## src/rtl/rstc_pkg.sv

```systemverilog
package rstc_pkg;
  localparam int REG_W   = 8;
  localparam int BIT_PIN = 0;
  localparam int BIT_MCD = 2;
  localparam int BIT_WDT = 3;
  localparam int BIT_CMP = 5;
  localparam int BIT_FLS = 6;

  typedef enum logic {ST_RUN = 1'b0, ST_HOLD = 1'b1} rst_state_e;

  typedef struct packed {
    logic pin;
    logic mcd;
    logic cmp;
    logic wdt;
    logic fls;
  } src_vec_t;

  function automatic logic [REG_W-1:0] cause_to_flags(input src_vec_t c);
    logic [REG_W-1:0] f;
    f = '0;
    f[BIT_PIN] = c.pin;
    f[BIT_MCD] = c.mcd;
    f[BIT_CMP] = c.cmp;
    f[BIT_WDT] = c.wdt;
    f[BIT_FLS] = c.fls;
    return f;
  endfunction
endpackage

```

## src/rtl/rstc_sync.sv

```systemverilog
module rstc_sync #(
  parameter int   STAGES  = 2,
  parameter logic RST_VAL = 1'b1
) (
  input  logic clk,
  input  logic rst_n,
  input  logic d_i,
  output logic q_o
);
  logic [STAGES-1:0] chain_q;
  logic [STAGES-1:0] chain_n;

  generate
    if (STAGES == 1) begin : g_one
      always_comb chain_n = d_i;
    end else begin : g_many
      always_comb chain_n = {chain_q[STAGES-2:0], d_i};
    end
  endgenerate

  always_ff @(posedge clk or negedge rst_n) begin
    if (!rst_n) chain_q <= {STAGES{RST_VAL}};
    else        chain_q <= chain_n;
  end

  assign q_o = chain_q[STAGES-1];
endmodule

```

## src/rtl/rstc_arbiter.sv

```systemverilog
module rstc_arbiter
  import rstc_pkg::*;
(
  input  logic     pin_low_i,
  input  logic     mcd_req_i,
  input  logic     mcd_en_i,
  input  logic     cmp_ok_i,
  input  logic     cmp_en_i,
  input  logic     wdt_req_i,
  input  logic     fls_req_i,
  output logic     any_req_o,
  output src_vec_t cause_o
);
  logic mcd_q, cmp_q;

  always_comb begin
    mcd_q = mcd_req_i & mcd_en_i;
    cmp_q = ~cmp_ok_i & cmp_en_i;
    cause_o     = '0;
    cause_o.pin = pin_low_i;
    cause_o.mcd = ~pin_low_i & mcd_q;
    cause_o.cmp = ~pin_low_i & ~mcd_q & cmp_q;
    cause_o.wdt = ~pin_low_i & ~mcd_q & ~cmp_q & wdt_req_i;
    cause_o.fls = ~pin_low_i & ~mcd_q & ~cmp_q & ~wdt_req_i & fls_req_i;
    any_req_o   = |cause_o;
  end
endmodule

```

## src/rtl/rstc_stretch.sv

```systemverilog
module rstc_stretch
  import rstc_pkg::*;
#(
  parameter int MIN_CYCLES = 16
) (
  input  logic clk,
  input  logic rst_n,
  input  logic req_i,
  input  logic pin_low_i,
  output logic rst_out_n,
  output logic start_o,
  output logic release_o
);
  localparam int CNT_W = (MIN_CYCLES > 2) ? $clog2(MIN_CYCLES) : 1;
  localparam logic [CNT_W-1:0] LOAD = CNT_W'(MIN_CYCLES - 1);

  rst_state_e       state_q, state_n;
  logic [CNT_W-1:0] cnt_q, cnt_n;

  always_comb begin
    state_n   = state_q;
    cnt_n     = cnt_q;
    start_o   = 1'b0;
    release_o = 1'b0;
    case (state_q)
      ST_RUN: begin
        if (req_i) begin
          state_n = ST_HOLD;
          cnt_n   = LOAD;
          start_o = 1'b1;
        end
      end
      default: begin
        if (cnt_q != '0) begin
          cnt_n = cnt_q - 1'b1;
        end else if (!pin_low_i) begin
          state_n   = ST_RUN;
          release_o = 1'b1;
        end
      end
    endcase
  end

  always_ff @(posedge clk or negedge rst_n) begin
    if (!rst_n) begin
      state_q <= ST_HOLD;
      cnt_q   <= LOAD;
    end else begin
      state_q <= state_n;
      cnt_q   <= cnt_n;
    end
  end

  assign rst_out_n = (state_q == ST_RUN);

  AST_PIN_HOLDS: assert property (@(posedge clk) disable iff (!rst_n)
    pin_low_i |=> !rst_out_n);
  AST_MIN_WIDTH: assert property (@(posedge clk) disable iff (!rst_n)
    $fell(rst_out_n) |-> (cnt_q == LOAD));
  AST_NO_SPURIOUS: assert property (@(posedge clk) disable iff (!rst_n)
    (rst_out_n && !req_i) |=> rst_out_n);
endmodule

```

## src/rtl/rstc_status.sv

```systemverilog
module rstc_status
  import rstc_pkg::*;
(
  input  logic             clk,
  input  logic             rst_n,
  input  logic             rst_act_i,
  input  logic             start_i,
  input  logic             release_i,
  input  src_vec_t         cause_i,
  input  logic             wr_i,
  input  logic [REG_W-1:0] wdata_i,
  output logic [REG_W-1:0] flags_o,
  output logic             mcd_en_o,
  output logic             cmp_en_o
);
  logic [REG_W-1:0] flags_q, flags_n;
  src_vec_t         pend_q, pend_n;
  logic             mcd_en_q, mcd_en_n;
  logic             cmp_en_q, cmp_en_n;
  logic             wr_ok;

  always_comb begin
    flags_n  = flags_q;
    pend_n   = pend_q;
    mcd_en_n = mcd_en_q;
    cmp_en_n = cmp_en_q;
    wr_ok    = wr_i & ~rst_act_i;
    if (wr_ok) begin
      mcd_en_n = wdata_i[BIT_MCD];
      cmp_en_n = wdata_i[BIT_CMP];
    end
    if (start_i) begin
      flags_n  = '0;
      pend_n   = cause_i;
      cmp_en_n = 1'b0;
    end
    if (release_i) begin
      flags_n = cause_to_flags(pend_q);
    end
  end

  always_ff @(posedge clk or negedge rst_n) begin
    if (!rst_n) begin
      flags_q  <= '0;
      pend_q   <= '0;
      mcd_en_q <= 1'b0;
      cmp_en_q <= 1'b0;
    end else begin
      flags_q  <= flags_n;
      pend_q   <= pend_n;
      mcd_en_q <= mcd_en_n;
      cmp_en_q <= cmp_en_n;
    end
  end

  assign flags_o  = flags_q;
  assign mcd_en_o = mcd_en_q;
  assign cmp_en_o = cmp_en_q;

  AST_ONE_CAUSE: assert property (@(posedge clk) disable iff (!rst_n)
    $onehot0(flags_q));
  AST_FLAGS_CLEAR: assert property (@(posedge clk) disable iff (!rst_n)
    rst_act_i |-> (flags_q == '0));
  AST_CMP_DISARMED: assert property (@(posedge clk) disable iff (!rst_n)
    rst_act_i |-> !cmp_en_q);
  AST_WRITE_NO_FLAG: assert property (@(posedge clk) disable iff (!rst_n)
    (wr_i && !start_i && !release_i) |=> $stable(flags_q));
endmodule

```

## src/rtl/rstc_prescale.sv

```systemverilog
module rstc_prescale #(
  parameter int DIV = 12
) (
  input  logic clk,
  input  logic rst_n,
  input  logic run_i,
  output logic tick_o
);
  localparam int CNT_W = (DIV > 2) ? $clog2(DIV) : 1;
  localparam logic [CNT_W-1:0] LAST = CNT_W'(DIV - 1);

  logic [CNT_W-1:0] cnt_q, cnt_n;

  always_comb begin
    if (!run_i)             cnt_n = '0;
    else if (cnt_q == LAST) cnt_n = '0;
    else                    cnt_n = cnt_q + 1'b1;
  end

  always_ff @(posedge clk or negedge rst_n) begin
    if (!rst_n) cnt_q <= '0;
    else        cnt_q <= cnt_n;
  end

  assign tick_o = run_i & (cnt_q == LAST);

  AST_TICK_SPACED: assert property (@(posedge clk) disable iff (!rst_n)
    tick_o |=> !tick_o);
  AST_TICK_RESTART: assert property (@(posedge clk) disable iff (!rst_n)
    $rose(run_i) |-> (cnt_q == '0));
endmodule

```

## src/rtl/rstc_top.sv

```systemverilog
module rstc_top
  import rstc_pkg::*;
#(
  parameter int MIN_CYCLES  = 16,
  parameter int SYNC_STAGES = 2,
  parameter int WDT_DIV     = 12
) (
  input  logic             clk,
  input  logic             por_n,
  input  logic             ext_rst_n,
  input  logic             mcd_timeout,
  input  logic             cmp_ok,
  input  logic             wdt_expire,
  input  logic             flash_fault,
  input  logic             reg_wr,
  input  logic [REG_W-1:0] reg_wdata,
  output logic [REG_W-1:0] reg_rdata,
  output logic             sys_rst_n,
  output logic             wdt_tick
);
  logic     pin_sync;
  logic     pin_low;
  logic     any_req;
  src_vec_t cause;
  logic     start_p, release_p;
  logic     mcd_en, cmp_en;

  rstc_sync #(.STAGES(SYNC_STAGES), .RST_VAL(1'b1)) i_pin_sync (
    .clk   (clk),
    .rst_n (por_n),
    .d_i   (ext_rst_n),
    .q_o   (pin_sync)
  );

  assign pin_low = ~pin_sync;

  rstc_arbiter i_arb (
    .pin_low_i (pin_low),
    .mcd_req_i (mcd_timeout),
    .mcd_en_i  (mcd_en),
    .cmp_ok_i  (cmp_ok),
    .cmp_en_i  (cmp_en),
    .wdt_req_i (wdt_expire),
    .fls_req_i (flash_fault),
    .any_req_o (any_req),
    .cause_o   (cause)
  );

  rstc_stretch #(.MIN_CYCLES(MIN_CYCLES)) i_stretch (
    .clk       (clk),
    .rst_n     (por_n),
    .req_i     (any_req),
    .pin_low_i (pin_low),
    .rst_out_n (sys_rst_n),
    .start_o   (start_p),
    .release_o (release_p)
  );

  rstc_status i_status (
    .clk       (clk),
    .rst_n     (por_n),
    .rst_act_i (~sys_rst_n),
    .start_i   (start_p),
    .release_i (release_p),
    .cause_i   (cause),
    .wr_i      (reg_wr),
    .wdata_i   (reg_wdata),
    .flags_o   (reg_rdata),
    .mcd_en_o  (mcd_en),
    .cmp_en_o  (cmp_en)
  );

  rstc_prescale #(.DIV(WDT_DIV)) i_presc (
    .clk    (clk),
    .rst_n  (por_n),
    .run_i  (sys_rst_n),
    .tick_o (wdt_tick)
  );

  AST_MCD_GATED: assert property (@(posedge clk) disable iff (!por_n)
    cause.mcd |-> mcd_en);
  AST_CMP_GATED: assert property (@(posedge clk) disable iff (!por_n)
    cause.cmp |-> cmp_en);
  AST_TICK_IN_RESET: assert property (@(posedge clk) disable iff (!por_n)
    !sys_rst_n |-> !wdt_tick);
endmodule

```

## config.mk

```make
export PLATFORM = sky130hd
export DESIGN_NAME = rstc_top
export DESIGN_NICKNAME = d
export VERILOG_FILES = /design/src/rtl/rstc_pkg.sv /design/src/rtl/rstc_sync.sv /design/src/rtl/rstc_arbiter.sv /design/src/rtl/rstc_stretch.sv /design/src/rtl/rstc_status.sv /design/src/rtl/rstc_prescale.sv /design/src/rtl/rstc_top.sv
export SDC_FILE = /design/constraint.sdc
export NUM_CORES = 1
export LEC_CHECK = 0
export BUFFER_PORTS_ARGS = -buffer_cell sky130_fd_sc_hd__buf_2
export CAP_MARGIN = 10
export CORE_MARGIN = 1.5
export CORE_UTILIZATION = 35
export DETAILED_ROUTE_END_ITERATION = 16
export SLEW_MARGIN = 20
export SYNTH_ARGS = -nofsm -noshare
export SYNTH_HDL_FRONTEND = slang
export SYNTH_SLANG_ARGS = --single-unit
```

## constraint.sdc

```tcl
create_clock -name clk -period 5.2 [get_ports clk]
set_clock_uncertainty 0.2 [all_clocks]
set_input_delay 1.04 -clock clk [delete_from_list [all_inputs] [get_ports clk]]
set_output_delay 1.04 -clock clk [all_outputs]
set_load 0.02 [all_outputs]
```

# Yosys cells after proc, flatten, opt, wreduce, memory -nomap -nowiden
# Cells that the tools add are included.
# totals
ff_bits	26
elab_cells	56
in_bits	16
# op_classes
n_bitwise	17
n_addsub	2
n_eq_ne	2
reduce_logical	6
mux	17
# op_table
operator	n
4-bit two-way mux	5
8-bit two-way mux	2
1-bit AND	11
1-bit two-way mux	10
1-bit NOT	6
2-bit nonzero test	3
5-bit OR reduction	1
4-bit by 1-bit adder with 4-bit output, second input constant	1
4-bit equality test, second input constant	1
4-bit nonzero test	1
4-bit by 1-bit subtractor with 4-bit output, second input constant	1
2-bit inequality test, second input constant	1
2-bit AND reduction	1

# Depth between registers and ports, before layout
# Gate-level depths: netlist (run 1).
# logic_depth
ltp_word	11
mapped_depth	5

# Hierarchy
# From an unflattened synthesis (run 1), not the netlist that was laid out.
# unflattened
cells_unflattened	94
hier_area_um2	1163.6
# modules_own_cells
mod	cells_per_inst	area_per_inst_um2	n_inst
rstc_status	33	519.2	1
rstc_stretch	31	324.1	1
rstc_prescale	17	195.2	1
rstc_arbiter	9	65.1	1
rstc_sync	2	52.6	1
rstc_top	2	7.5	1

# Least setup slack after synthesis (run 1)
# OpenSTA, ideal clock, no wires.
# synth_path
path_kind	input-to-reg
startpoint	input wdt_expire
endpoint	register i_status.pend_q[3] (netlist bit)
arrival_time_ns	2.086
setup_slack_ns	2.789
setup_time_ns	0.125
stages	3
n_path_buf	0
path_cell_list	or2_2 o31ai_4 mux2_4
# synth_between
elab_chain_len	6
word_cells_on_any_way	7
cone_classes	mux (2); bitwise (4); reduce/logical (1)
# synth_rtl
item	line_no	source
from (decl)	rstc_top.sv:13	input logic wdt_expire,
1-bit NOT	rstc_arbiter.sv:24	cause_o.fls = ~pin_low_i & ~mcd_q & ~cmp_q & ~wdt_req_i & fls_req_i;
1-bit AND (2 in series)	rstc_arbiter.sv:24	
5-bit OR reduction *	rstc_arbiter.sv:25	any_req_o = |cause_o;
1-bit two-way mux *	rstc_stretch.sv:27	if (req_i) begin
1-bit two-way mux *	rstc_stretch.sv:25	case (state_q)
to (signal assigned)	rstc_status.sv:50	pend_q <= pend_n;
to (decl)	rstc_status.sv:17	src_vec_t pend_q, pend_n;
# Every way passes the cells marked *; elsewhere a longest branch is shown, timed or not.
# A chain may end at the register's enable or synchronous reset.

# Worst setup path after layout (run 1)
# layout_path
startpoint	register i_stretch.state_q
endpoint	output wdt_tick
# layout_between
elab_chain_len	2
# layout_rtl
item	line_no	source
from (decl)	rstc_stretch.sv:17	rst_state_e state_q, state_n;
from (signal assigned)	rstc_stretch.sv:49	state_q <= state_n;
1-bit NOT	rstc_stretch.sv:54	assign rst_out_n = (state_q == ST_RUN);
1-bit AND	rstc_prescale.sv:25	assign tick_o = run_i & (cnt_q == LAST);
to (decl)	rstc_top.sv:19	output logic wdt_tick
# Every way passes these cells.

==> results of run 1 <==
-- stage by stage --
stage               utilization  power (uW)  hold slack, ns
finish                    0.411         572           0.171
global route              0.411         617           0.178
CTS                       0.411         583           0.173
detailed placement        0.402         498           0.154
global placement          0.402         490           0.147
floorplan                     -         445           0.145
-- power by group --
group	internal (uW)	switching, uW	leakage [uW]
registers	251	40.7	0.000286
logic	95.8	101	0.000294
clock network	29.4	54.4	0.0000139
-- registers in the layout, indices dropped and copies added (netlist names) --
| register | flops |
|---|---|
| i_stretch.state_q | 1 |
| i_status.mcd_en_o | 1 |
| i_presc.cnt_q | 4 |
| i_status.flags_o | 5 |
| i_status.cmp_en_o | 1 |
| i_status.pend_q | 5 |
| i_stretch.cnt_q | 4 |
| i_pin_sync.chain_q | 2 |
-- cells by family (layout without fill, tap and decap cells) --
kind of cell / Yosys count / count (layout) / synth area share
AND/OR/NAND/NOR: 34 / 34 / 0.180
AO/OA/AOI/OAI: 23 / 23 / 0.167
flip-flops: 23 / 23 / 0.519
buffers and inverters: 9 / 23 / 0.0467
multiplexers: 5 / 5 / 0.0501
adder cells (fa/ha/maj): 3 / 3 / 0.0334
other: 1 / 3 / 0.00333
-- critical path, delay by kind of cell (launching register included) --
kind	cells	cell delay (ns)
and+or+nand+nor	1	0.17
buffers and inverters	2	0.31
DFF	1	0.69
-- cell usage in the layout (no fill, tap or decap), drive strengths merged --
| cell type | count |
|---|---|
| or2 | 2 |
| nor3b | 1 |
| a21bo | 1 |
| clkbuf | 3 |
| nor4b | 1 |
| nand2b | 1 |
| buf | 16 |
| mux2i | 3 |
| a21oi | 4 |
| nor3 | 2 |
| dfrtp | 16 |
| and4bb | 1 |
| clkinvlp | 1 |
| a21o | 1 |
| nand3b | 1 |
| nand3 | 2 |
| and3 | 7 |
| nor2b | 4 |
| a2bb2oi | 1 |
| nor4 | 1 |
| a22o | 1 |
| a32o | 1 |
| o31ai | 3 |
| mux2 | 2 |
| inv | 3 |
| o21ai | 2 |
| a31o | 5 |
| nor2 | 5 |
| o211ai | 1 |
| ha | 3 |
| a22oi | 1 |
| o41ai | 1 |
| conb | 3 |
| dfstp | 7 |
| nand2 | 5 |
| a211oi | 1 |
| or3 | 1 |
-- cells in the mapped netlist (2+ instances only) --
cell type | count | area, um2
buf_4 | 3 | 22.5
and3_2 | 6 | 45.0
nand2_1 | 5 | 18.8
o31ai_1 | 2 | 15.0
nor3_1 | 2 | 10.0
a21oi_1 | 4 | 20.0
a31o_2 | 5 | 43.8
ha_1 | 3 | 37.5
dfrtp_1 | 16 | 400
or2_2 | 2 | 12.5
nand3_1 | 2 | 10.0
o21ai_0 | 2 | 10.0
clkbuf_1 | 2 | 7.51
nor2_1 | 5 | 18.8
nor2b_1 | 4 | 25.0
mux2i_1 | 3 | 30.0
dfstp_2 | 7 | 184
inv_1 | 2 | 7.51
-- worst paths after layout --
path	end	cells after the start	slack [ns]
max reg2reg	i_status.pend_q[3]	3	3.17
min in group asynchronous	i_status.pend_q[0]	1	0.47
min	i_pin_sync.chain_q[1]	0	0.17
max	wdt_tick	3	2.48
max in group asynchronous	i_stretch.state_q	1	3.96
min reg2reg	i_pin_sync.chain_q[1]	0	0.17
-- routing by layer --
metal  part of all wire  wire [um]
met1               0.45        876
met5                  0          0
met2               0.50        960
met4              0.021         40
met3              0.028         54
-- cell type report --
| type | count | area (um2) | area share |
|---|---|---|---|
| multi-input combinational | 68 | 495 | 0.394 |
| clock buffer | 3 | 22.5 | 0.0179 |
| timing repair buffer | 16 | 80.1 | 0.0637 |
| clock inverter | 1 | 7.51 | 0.00598 |
| inverter | 3 | 11.3 | 0.00896 |
| sequential | 23 | 584 | 0.465 |
| tap | 44 | 55.1 | 0.0438 |
==> results_dict.tcl, run 1 <==
set metrics [dict create \
    status "finished clean" \
    rsz0062_at_grt "false" \
    grtUsageMet2 0.211 \
    synth_cells 98 \
    clk_pin_slew_ns 0.13 \
    grt-ovfl-total 0 \
    dieArea_um2 3560 \
    crit_slowest_cell "dfstp_2" \
    p_leak_uw 0.000594 \
    max_slew.worst_pin.slew_ns 0.619 \
    synth_edf_count 0 \
    peakVddDrop_mv 0.206 \
    start_kind "flop" \
    nets 134 \
    grtUsageMet3 0.0152 \
    antenna_found_initial 0 \
    grt_busiest_layer "met2" \
    timing.rr.start "i_pin_sync.chain_q[1]" \
    cap_violations 0 \
    diodes 0 \
    cts_buffers 3 \
    cts.sinks 23 \
    rows 20 \
    via_per_inst 4.92 \
    yosys_warnings 0 \
    crit_arrival_ns 1.48 \
    cts_tree "built" \
    min_from "i_pin_sync.chain_q[0]" \
    fp.dieH_um 59.7 \
    path_class "flop to output port" \
    fmax_mhz 368 \
    fp.coreArea_um2 3050 \
    synth_seq_cells 23 \
    dpl_cell_area_um2 1230 \
    clock_path_buffers 2 \
    worstPathRequired_ns 3.96 \
    pre_cts_slack_ns 2.52 \
    yosysSeqAreaShare 0.519 \
    hp-class "flop to flop" \
    wl_per_cell_um 12.2 \
    dp_cells 154 \
    finalSetupViolCount 0 \
    power.density_nw_per_um2 456 \
    grt_max_degree 24 \
    max_slew_margin 0.586 \
    io_pins 26 \
    grt_usage 0.127 \
    fill_cells 322 \
    ctsRootBufferMaster "clkbuf_4" \
    postRouteAntennaNets 0 \
    crit_start "i_stretch.state_q" \
    tns_ns 0 \
    cts-resized-gates 0 \
    setup_slack_ns 2.48 \
    final_cells 158 \
    drv_slew 0 \
    crit_chain "inv_2, and3_1, buf_2" \
    worstSetupEndpointType "output port" \
    async_flop_share 1.00 \
    ys.flop_type "dfrtp_1" \
    wl_um 1930 \
    grt_pass1_wl_um 3370 \
    clock_latency_ns 0.31 \
    period_needed_ns 2.72 \
    place.gp.congestion 0.682 \
    port-buffer-count 16 \
    synth_cell_type_count 41 \
    postCtsSetupRepairBufs 0 \
    drt_iter0_drc 16 \
    htree_levels 1 \
    final_area_um2 1260 \
    vias 778 \
    fp.dieW_um 59.7 \
    crit_fanout 14 \
    slowest_delay_ns 0.69 \
    fin_crit_sh 0.523 \
    drc 0 \
    grt_use_met1 0.158 \
    grt_pass1_vias 770 \
    drtPass1Iterations 3 \
    drive_above_1_share 0.412 \
    syn_area_um2 1120 \
    cts_hold_buf 0 \
    area_growth_pct 11.7 \
    initial_core_util 0.368 \
    finalHoldViolCount 0 \
    synth_area_per_cell_um2 11.5 \
]
Power figures use the tool's default switching activity.
==> run 2: changes to the inputs <==
clock period = 2.7 ns   (was 5.2 ns; I/O delays follow)
==> results_dict.tcl, run 2 (synthesis gave the netlist of run 1 again) <==
set metrics [dict create \
    wl_per_cell_um 12.8 \
    crit_fanout 14 \
    setup_slack_ns 0.452 \
    rsz0062_at_grt "false" \
    clk_pin_slew_ns 0.13 \
    dieArea_um2 3560 \
    status "finished clean" \
    cts-resized-gates 0 \
    path_depth 3 \
    power.density_nw_per_um2 876 \
    port-buffer-count 16 \
    crit_family "flip-flops" \
    crit_slowest_cell "dfstp_2" \
    max_slew.worst_pin.slew_ns 0.493 \
    grt_max_degree 24 \
    fp.coreArea_um2 3050 \
    vias 794 \
    cp.buffers_inverters 2 \
    final_cells 160 \
    fp.dieH_um 59.7 \
    nets 136 \
    crit_chain "inv_2, and3_1, buf_2" \
    pre_cts_slack_ns 0.519 \
    slowest_delay_ns 0.71 \
    clock_latency_ns 0.32 \
    finish.utilization 0.417 \
    start_kind "flop" \
    diodes 0 \
    path_class "flop to output port" \
    min_from "ext_rst_n" \
    cts_buffers 3 \
    crit_start "i_stretch.state_q" \
    crit_end "wdt_tick" \
    crit_arrival_ns 1.51 \
    postRouteAntennaNets 0 \
    dp_cells 155 \
    dpl.hpwl_um 1530 \
    antenna_found_initial 0 \
    cts_hold_buf 1 \
    drc 0 \
    finalSetupViolCount 0 \
    power_uw 1120 \
    area_growth_pct 13.2 \
    via_per_inst 4.96 \
    cts_tree "built" \
    fill_cells 305 \
    reg2reg_to "i_status.pend_q[3]" \
    grt_pass1_wl_um 3620 \
    wl_um 2050 \
    max_slew_margin 0.669 \
    grt_usage 0.137 \
    cts.sinks 23 \
    multi_input_area_um2 495 \
    worstPathRequired_ns 1.96 \
    cap_violations 0 \
    postCtsSetupRepairBufs 0 \
    fmax_mhz 445 \
    layout_common_cells "dfrtp_1, buf_2, dfstp_2, and3_2" \
    initial_core_util 0.368 \
    tns_ns 0 \
    htree_levels 1 \
    hp-class "input port to flop" \
    rrSetupSlack_ns 0.66 \
    rows 20 \
    clock_path_buffers 2 \
    seq_area_um2 584 \
    finalHoldViolCount 0 \
    p_leak_uw 0.000603 \
    drt_iter0_drc 11 \
    period_needed_ns 2.25 \
    drive_above_1_share 0.414 \
    peakVddDrop_mv 0.399 \
    r2r_cells 3 \
    io_pins 26 \
    fin_crit_sh 0.833 \
    fp.dieW_um 59.7 \
    drv_slew 0 \
    timing.rr.start "i_pin_sync.chain_q[1]" \
    grt-ovfl-total 0 \
    grt_pass1_vias 828 \
    ctsRootBufferMaster "clkbuf_4" \
    place.gp.congestion 0.709 \
    worstSetupEndpointType "output port" \
    drtPass1Iterations 4 \
]
-- run 2: changes by cell type in the layout (fill, tap and decap cells not counted) --
cell,delta
dlygate4sd3_1,+1
buf_4,+1
-- run 2: worst min path at each step --
| stage | to | slack, ns | depth (start not counted) |
|---|---|---|---|
| final | i_pin_sync.chain_q[0] | 0.10 | 1 |
| after global routing | i_pin_sync.chain_q[0] | 0.08 | 1 |
| after CTS | i_pin_sync.chain_q[0] | 0.09 | 1 |
| after detailed placement | i_pin_sync.chain_q[1] | 0.15 | 0 |
| after global placement | i_pin_sync.chain_q[1] | 0.15 | 0 |
| after floorplan | i_presc.cnt_q[0] | 0.04 | 0 |
-- run 2: final cells by class --
cell class,count,area share
Inverter,3,0.00884
Multi-Input combinational cell,68,0.389
Tap cell,44,0.0432
Clock inverter,1,0.00589
Sequential cell,23,0.459
Clock buffer,3,0.0177
Timing Repair Buffer,18,0.0766
-- run 2: report_power, final --
| group | leakage [uW] | internal, uW | switching, uW |
|---|---|---|---|
| clock | 0.0000139 | 56.6 | 105 |
| combinational | 0.000303 | 187 | 199 |
| sequential | 0.000286 | 484 | 84.6 |
| total | 0.000603 | 727 | 388 |
-- run 2: stage by stage --
stage	area [um2]	hold WS (ns)
after floorplan	1130	0.0444
after global placement	1230	0.146
after detailed placement	1230	0.153
after CTS	1270	0.0936
after global routing	1270	0.0783
final	1270	0.102
-- run 2: per-layer routing --
layer,GRT usage,part of all wire
met1,0.173,0.44
met2,0.230,0.50
met3,0.0130,0.031
met4,0.0762,0.023
met5,0,0
==> run 3: changes to the inputs <==
clock period = 2.18 ns   (was 2.7 ns; I/O delays follow)
==> results_dict.tcl, run 3 (synthesis gave the netlist of run 1 again) <==
set metrics [dict create \
    status "finished clean" \
    dp_cells 156 \
    rows 20 \
    grt_pass1_wl_um 3190 \
    timing.rr.start "i_stretch.cnt_q[0]" \
    via_per_inst 4.96 \
    wl_um 1890 \
    postRouteAntennaNets 0 \
    crit_chain "inv_2, and3_1, buf_2" \
    crit_slowest_cell "dfstp_2" \
    place.gp.congestion 0.685 \
    clock_latency_ns 0.30 \
    hold_path_end "i_pin_sync.chain_q[1]" \
    crit_arrival_ns 1.47 \
    area_growth_pct 14.6 \
    finish.utilization 0.422 \
    finalHoldViolCount 0 \
    max_slew.worst_pin.slew_ns 0.533 \
    vias 803 \
    peakVddDrop_mv 0.470 \
    crit_family "flip-flops" \
    fp.dieW_um 59.7 \
    power.density_nw_per_um2 1050 \
    drive_above_1_share 0.415 \
    r2r_cells 5 \
    ctsRootBufferMaster "clkbuf_4" \
    crit_fanout 14 \
    p_leak_uw 0.000616 \
    nets 138 \
    hp-class "flop to flop" \
    min_from "i_pin_sync.chain_q[0]" \
    holdWs_ns 0.167 \
    clk_pin_slew_ns 0.12 \
    finalSetupViolCount 0 \
    grt-ovfl-total 0 \
    cts_hold_buf 2 \
    antenna_found_initial 0 \
    period_needed_ns 2.11 \
    cts.sinks 23 \
    initial_core_util 0.368 \
    p_sw_uw 457 \
    dpl.hpwl_um 1440 \
    slowest_delay_ns 0.70 \
    path_class "flop to output port" \
    fin_crit_sh 0.966 \
    rrSetupSlack_ns 0.30 \
    final_cells 162 \
    worstSetupEndpointType "output port" \
    path_depth 3 \
    cts-resized-gates 0 \
    cap_violations 0 \
    worstHoldPathCells 0 \
    p_seq_frac 0.513 \
    grt_max_degree 24 \
    diodes 0 \
    fp.dieH_um 59.7 \
    wl_per_cell_um 11.7 \
    fmax_mhz 475 \
    p_sw_frac 0.336 \
    cp.buffers_inverters 2 \
    drtPass1Iterations 3 \
    io_pins 26 \
    p_clk_frac 0.137 \
    fp.coreArea_um2 3050 \
    reg2reg_to "i_status.flags_o[5]" \
    drv_slew 0 \
    grt_usage 0.120 \
    port-buffer-count 16 \
    cts_buffers 3 \
    drt_iter0_drc 5 \
    postCtsSetupRepairBufs 0 \
    cts_tree "built" \
    rsz0062_at_grt "false" \
    layout_common_cells "dfrtp_1, buf_2, dfstp_2, and3_2" \
    worstPathRequired_ns 1.54 \
    drc 0 \
    htree_levels 1 \
    grt_pass1_vias 797 \
    tns_ns 0 \
    start_kind "flop" \
    clock_path_buffers 2 \
    dieArea_um2 3560 \
    internal_power_uw 902 \
    max_slew_margin 0.641 \
    comb_power_share 0.350 \
]
run 3: cell types whose count changed in the layout (fill, tap and decap cells not counted):
cell           previous run  this run
clkinv_2                  0         1
buf_4                     1         2
clkinvlp_4                1         0
dlygate4sd3_1             1         2
run 3: power groups by stage:
| stage | Sequential [uW] | Clock [uW] | Combinational (uW) |
|---|---|---|---|
| global placement | 705 | 0 | 468 |
| floorplan | 725 | 0 | 337 |
| finish | 698 | 186 | 476 |
| detailed placement | 710 | 0 | 484 |
| global route | 724 | 208 | 534 |
| CTS | 701 | 197 | 488 |
run 3: worst max-delay path by stage:
stage                                from                   to  slack, ns
finish                  i_stretch.state_q             wdt_tick       0.07
global route            i_stretch.state_q             wdt_tick      0.002
CTS                     i_stretch.state_q             wdt_tick       0.04
detailed placement     i_stretch.cnt_q[0]  i_status.flags_o[5]       0.30
global placement       i_stretch.cnt_q[0]  i_status.flags_o[5]       0.32
floorplan           i_pin_sync.chain_q[1]   i_status.pend_q[3]       0.33
run 3: stage by stage:
| step | power (uW) | area, um2 | setup slack [ns] |
|---|---|---|---|
| 2_1_floorplan | 1060 | 1130 | 0.329 |
| 3_3_place_gp | 1170 | 1240 | 0.316 |
| 3_5_place_dp | 1190 | 1240 | 0.299 |
| 4_1_cts | 1390 | 1290 | 0.0422 |
| 5_1_grt | 1470 | 1290 | 0.00193 |
| 6_report | 1360 | 1290 | 0.0731 |
run 3: area by class of cell:
class | count | area, um2
Clock buffer | 3 | 22.5
Sequential cell | 23 | 584
Multi-Input combinational cell | 68 | 495
Inverter | 3 | 11.3
Timing Repair Buffer | 20 | 115
Fill cell | 320 | 1760
Tap cell | 44 | 55.1
Clock inverter | 1 | 5.00
run 3: layer usage:
metal	global-route usage	vias up	routed length, um
met5	0	-	0
met4	0.0667	0	18
met3	0.0152	2	69
met2	0.208	15	956
met1	0.141	392	846
li1	-	394	-
